**src/rtl/pmulPkg.sv**
```systemverilog
package pmulPkg;
  typedef enum logic [2:0] {
    OP_LANE     = 3'd0,
    OP_ALPHA_HI = 3'd1,
    OP_ALPHA_LO = 3'd2,
    OP_WHI      = 3'd3,
    OP_WLO      = 3'd4,
    OP_DBL_HI   = 3'd5,
    OP_DBL_LO   = 3'd6,
    OP_BAD      = 3'd7
  } pmulOpE;

  typedef struct packed {
    logic load;      // capture a new result
    logic bad;       // undefined opcode, force zero
    logic useAlpha;  // one shared coefficient
    logic alphaHi;   // shared coefficient from upper half
    logic wordByte;  // factor is a byte of a 16-bit lane
    logic byteHi;    // high byte of that lane
    logic dbl;       // two lanes in 32-bit fields
  } pmulCtrlS;
endpackage

```
**src/rtl/pmulLane.sv**
```systemverilog
module pmulLane #(
  parameter int BYTE_W = 8,
  parameter int COEF_W = 16
) (
  input  logic [BYTE_W-1:0] factor,
  input  logic [COEF_W-1:0] coef,
  output logic [COEF_W-1:0] laneOut
);
  localparam int PW = BYTE_W + COEF_W;
  logic signed [PW:0] prod;
  logic [PW:0] prodBits;

  always_comb begin
    prod     = $signed({1'b0, factor}) * $signed(coef);
    prodBits = prod;
    laneOut  = prodBits[PW-1:BYTE_W] + {{(COEF_W-1){1'b0}}, prodBits[BYTE_W-1]};
  end
endmodule

```
**src/rtl/pmulCtrl.sv**
```systemverilog
module pmulCtrl
  import pmulPkg::*;
(
  input  logic     clk,
  input  logic     rstN,
  input  logic     inValid,
  input  logic [2:0] op,
  output pmulCtrlS ctrl,
  output logic     resValid,
  output logic     opErr
);
  always_comb begin
    ctrl          = '0;
    ctrl.load     = inValid;
    case (pmulOpE'(op))
      OP_LANE:     ;
      OP_ALPHA_HI: begin ctrl.useAlpha = 1'b1; ctrl.alphaHi = 1'b1; end
      OP_ALPHA_LO: ctrl.useAlpha = 1'b1;
      OP_WHI:      begin ctrl.wordByte = 1'b1; ctrl.byteHi = 1'b1; end
      OP_WLO:      ctrl.wordByte = 1'b1;
      OP_DBL_HI:   begin ctrl.wordByte = 1'b1; ctrl.byteHi = 1'b1; ctrl.dbl = 1'b1; end
      OP_DBL_LO:   begin ctrl.wordByte = 1'b1; ctrl.dbl = 1'b1; end
      default:     ctrl.bad = 1'b1;
    endcase
  end

  always_ff @(posedge clk or negedge rstN) begin
    if (!rstN) begin
      resValid <= 1'b0;
      opErr    <= 1'b0;
    end else begin
      resValid <= inValid;
      if (inValid) opErr <= ctrl.bad;
    end
  end
endmodule

```
**src/rtl/pmulData.sv**
```systemverilog
module pmulData
  import pmulPkg::*;
#(
  parameter int LANES  = 4,
  parameter int BYTE_W = 8,
  parameter int COEF_W = 16,
  parameter int DBL_OFS = 7
) (
  input  logic     clk,
  input  logic     rstN,
  input  pmulCtrlS ctrl,
  input  logic [LANES*COEF_W-1:0] opA,
  input  logic [LANES*COEF_W-1:0] opB,
  output logic [LANES*COEF_W-1:0] result
);
  localparam int DW      = LANES * COEF_W;
  localparam int DLANES  = LANES / 2;
  localparam int FIELD_W = 2 * COEF_W;

  logic [COEF_W-1:0] laneRes [LANES];
  logic [COEF_W-1:0] alphaCoef;
  logic [DW-1:0]     packed4;
  logic [DW-1:0]     packed2;

  assign alphaCoef = ctrl.alphaHi ? opB[2*COEF_W-1:COEF_W] : opB[COEF_W-1:0];

  for (genvar i = 0; i < LANES; i++) begin : gLane
    logic [BYTE_W-1:0] factor;
    logic [COEF_W-1:0] coef;
    always_comb begin
      if (ctrl.wordByte)
        factor = ctrl.byteHi ? opA[COEF_W*i+BYTE_W +: BYTE_W] : opA[COEF_W*i +: BYTE_W];
      else
        factor = opA[BYTE_W*i +: BYTE_W];
      coef = ctrl.useAlpha ? alphaCoef : opB[COEF_W*i +: COEF_W];
    end
    pmulLane #(.BYTE_W(BYTE_W), .COEF_W(COEF_W)) uLane (
      .factor(factor), .coef(coef), .laneOut(laneRes[i])
    );
  end

  always_comb begin
    packed4 = '0;
    packed2 = '0;
    for (int i = 0; i < LANES; i++) packed4[COEF_W*i +: COEF_W] = laneRes[i];
    for (int i = 0; i < DLANES; i++) packed2[FIELD_W*i+DBL_OFS +: COEF_W] = laneRes[i];
  end

  always_ff @(posedge clk or negedge rstN) begin
    if (!rstN)          result <= '0;
    else if (ctrl.load) result <= ctrl.bad ? '0 : (ctrl.dbl ? packed2 : packed4);
  end
endmodule

```
**src/rtl/pmulTop.sv**
```systemverilog
module pmulTop
  import pmulPkg::*;
#(
  parameter int LANES  = 4,
  parameter int BYTE_W = 8,
  parameter int COEF_W = 16
) (
  input  logic                    clk,
  input  logic                    rstN,
  input  logic                    inValid,
  input  logic [2:0]              op,
  input  logic [LANES*COEF_W-1:0] opA,
  input  logic [LANES*COEF_W-1:0] opB,
  output logic                    resValid,
  output logic [LANES*COEF_W-1:0] result,
  output logic                    opErr
);
  pmulCtrlS ctrl;

  pmulCtrl uCtrl (
    .clk(clk), .rstN(rstN), .inValid(inValid), .op(op),
    .ctrl(ctrl), .resValid(resValid), .opErr(opErr)
  );

  pmulData #(.LANES(LANES), .BYTE_W(BYTE_W), .COEF_W(COEF_W)) uData (
    .clk(clk), .rstN(rstN), .ctrl(ctrl), .opA(opA), .opB(opB), .result(result)
  );
endmodule

```
**config.mk**
```make
export PLATFORM = sky130hd
export DESIGN_NAME = pmulTop
export DESIGN_NICKNAME = d
export VERILOG_FILES = /design/src/rtl/pmulPkg.sv /design/src/rtl/pmulLane.sv /design/src/rtl/pmulCtrl.sv /design/src/rtl/pmulData.sv /design/src/rtl/pmulTop.sv
export SDC_FILE = /design/constraint.sdc
export NUM_CORES = 1
export LEC_CHECK = 0
export ABC_AREA = 0
export BUFFER_PORTS_ARGS = -buffer_cell sky130_fd_sc_hd__buf_2
export CAP_MARGIN = 20
export CORE_MARGIN = 5
export CORE_UTILIZATION = 40
export CTS_CLUSTER_SIZE = 10
export DETAILED_ROUTE_END_ITERATION = 16
export SETUP_SLACK_MARGIN = 0.15
export SLEW_MARGIN = 20
export SYNTH_ARGS = -nofsm -noshare
export SYNTH_HDL_FRONTEND = slang
export SYNTH_SLANG_ARGS = --single-unit
```
**constraint.sdc**
```tcl
create_clock -name clk -period 1.1 [get_ports clk]
set_input_delay 0.22 -clock clk [delete_from_list [all_inputs] [get_ports clk]]
set_output_delay 0.22 -clock clk [all_outputs]
set_load 0.03 [all_outputs]
```
==> summary.md <==
| Metric | Value |
|---|---|
| Outcome | `finished, violations left` |
| Failing checks | `negative setup slack` |
| Initial core utilization | `40.5%` |
| 1st-iter DRT viols | `1540` |
| Drt pass-1 iters | `5` |
| Number of core rows | `88` |
| # IOs | `200` |
| Seq/Total Area, Yosys | `7.04%` |
| # clock sinks | `66` |
| Setup CP Type | `in2reg` |
| GP Congestion | `0.985` |
| Layout area overhead | `55.2%` |
| Main flop type after synthesis | `dfrtp_1` |
| Mapped Avg Cell Area | `8.13 sq um` |
| Fillcell total | `4952` |
| Average vias per placed instance | `5.26` |
| Crit path time final | `6.68 ns` |
| Die Wd | `252 microns` |
| Worst-skew pair later-pin latency | `0.34 ns` |
| Final worst setup slack | `-5.58 ns` |
| Top cell type's share of synthesized area | `33.8%` |
| Layout Skew | `0 ns` |
| Req. time, crit path | `1.32 ns` |
| Crit-path max cell delay | `0.50 ns` |
| Number of remaining DRC errors | `0` |
| Total CTS buffers | `9` |
| GRT Overall Usage | `29.0%` |
| Number of synthesized flops with an enable pin | `0` |
| Clk pin slew, worst setup/hold paths | `0.06 ns` |
| WP data arrival | `6.90 ns` |
| DPL Wire Length | `79700 microns` |
| Area leader, netlist | `fa_1` |
| Largest net degree at the start of global routing | `34` |
| Final WL | `95100 microns` |
| RSZ-0062 raised after global routing | `yes` |
| Final nets | `4607` |
| Slowest-stage cell, CP | `fa_1` |
| Total Neg Setup Slack | `-325.81 ns` |
| Tcrit/Tclk final | `608%` |
| Slew Limit Headroom | `48.2%` |
| Seq cells post-synth | `66` |
| GR Overflow Total | `0` |
| Worst min path class | `in2reg` |
| Area of the multi-input gates | `0.0225 sq mm` |
| Least-Margin Pin Slew | `0.768 ns` |
| Most used cell, CP | `fa_1` |
| Setup crit end kind | `flip-flop` |
| Synth Cell Area | `0.0234 sq mm` |
| Critical-path maximum fanout | `7` |
| CTS tree | `built` |
| Vias in the first global route | `25800` |
| Overall via count from detail_route | `24600` |
| Post-synth cell types | `90` |
| Final ANT Viol Nets | `0` |
| Max Transition Viols Final | `0` |
| Root Buffer | `clkbuf_16` |
| First-pass GRT wire length | `145000 microns` |
| Final hold vios | `0` |
| Yosys warning count | `0` |
| Die Y | `252 microns` |
| H-tree depth | `3` |
| Register Area | `0.00166 sq mm` |
| Core area | `0.0579 sq mm` |
| Max-cap viol count | `0` |
| Share of cells above drive strength 1 | `42.4%` |
| Final setup violating endpoints | `128` |
| Synth Instances | `2883` |
| Synth area leaders | `fa_1 (34%), ha_1 (9.6%), inv_1 (9.1%)` |
| Synthesized net count | `3593` |
| Initial antenna violation count | `9` |
| Asr flop ratio synth | `100%` |
| I/O Buffers | `199` |
| Die area | `0.0636 sq mm` |
| WL/cell | `20.4 microns` |
| Startpoint Class | `primary input` |
| Fmax | `150 MHz` |
| Clock Tree Buf Depth | `2` |
## layout make-up
type                    instances  area share [%]
inverters                     567            5.85
clock buffers                  10           0.657
repair buffers               1100            24.1
flip-flops and latches         66            4.56
multi-input cells            2153            61.9
diodes                          2          0.0138
well taps                     765            2.63
clock inverters                 6           0.248
## per-stage QoR
step,hold slack (ns),instance area (sq um),setup slack [ns],instances,util [%]
CTS,0.232,34400,-5.47,4615,59.4
global placement,0.111,31200,-6.10,4512,53.9
detailed placement,0.125,31200,-6.19,4512,53.9
finish,0.265,36400,-5.58,4669,62.8
floorplan,-0.0756,23700,-5.75,2883,-
global route,0.248,36400,-5.79,4667,62.8
## flip-flops by register name (all words and copies together) (netlist names)
name            cells
uCtrl.opErr         1
uCtrl.resValid      1
uData.result       64
## repair_timing
item                                    4_1_cts  5_1_grt
pin swaps                                   170      195
hold buffers                                  1        0
resized for setup                           507      331
endpoints found under the setup margin      131      131
cloned                                        0        1
buffers inserted                             86       51
endpoints found under the hold margin        17        0
## metal layers
metal  wire [microns]  vias to the layer above  track usage [%]  part of all wire [%]
met5               57                        -                0                 0.060
met4             3330                       10             7.66                   3.5
met3             8180                      155             6.45                   8.6
met2            43900                      800             47.1                    46
met1            39700                    12300             39.6                    42
li1                 -                    11300                -                     -
## kinds of logic after synthesis
logic type	after synthesis	synth area share, %
compound gates	475	14.1
xor+xnor	123	4.59
buf+inv	664	10.8
flops	66	7.04
simple gates	921	17.5
fa+ha+maj	576	43.4
mux	58	2.59
## critical path: cells and delay by family
kind	cells	cell delay (ns)
mux	2	0.55
fa+ha+maj	6	2.10
compound gates	3	0.53
simple gates	13	2.33
buf+inv	8	0.85
xor+xnor	2	0.30
## cells in the mapped netlist, types with 9 or more instances
cell type	count
nand4_1	20
nor2_1	334
xnor2_1	78
nand2_1	354
mux2_2	21
a211oi_1	13
or3_1	15
dfrtp_1	66
fa_1	396
a22o_1	20
nor3b_1	13
ha_1	180
and3_1	9
nor3_1	31
o21a_1	60
o21ai_0	83
o21ai_1	16
mux2i_1	37
and2_1	20
a31oi_1	12
nor2b_1	12
nand2b_1	21
nand3_1	27
xor2_1	45
a21oi_1	78
o2bb2ai_1	20
inv_1	566
a21o_1	30
o221ai_1	12
o22ai_1	12
o211ai_1	26
clkbuf_1	84
or2_2	22
o31ai_1	11
## worst paths after layout
| kind | start | slack (ns) | cells past startpoint | end |
|---|---|---|---|---|
| worst min register to register | uData.result[23]$_DFFE_PN0P_ | 0.49 | 1 | uData.result[23]$_DFFE_PN0P_ |
| min in group asynchronous | rstN | 0.32 | 2 | uData.result[59]$_DFFE_PN0P_ |
| worst max-delay path | op[1] | -5.58 | 34 | uData.result[31]$_DFFE_PN0P_ |
| max in group asynchronous | rstN | 0.29 | 3 | uData.result[1]$_DFFE_PN0P_ |
| worst min-delay path | inValid | 0.26 | 2 | uCtrl.resValid$_DFF_PN0_ |
| worst max register to register | uData.result[14]$_DFFE_PN0P_ | 0.17 | 3 | uData.result[14]$_DFFE_PN0P_ |
## layout by cell type, fill, tap and decap left out, types with 48 or more instances in the layout
cell,netlist,routed
buf_6,3,134
buf_4,1,780
buf_2,5,151
nand2_1,354,283
xnor2_1,78,51
fa_1,396,391
nand2_2,0,54
dfrtp_1,66,61
nor2_1,334,301
a21oi_1,78,48
ha_1,180,133
inv_1,566,524
Power is not shown: default switching activity piles up to over one toggle a cycle in this logic, so the estimate is an artifact.
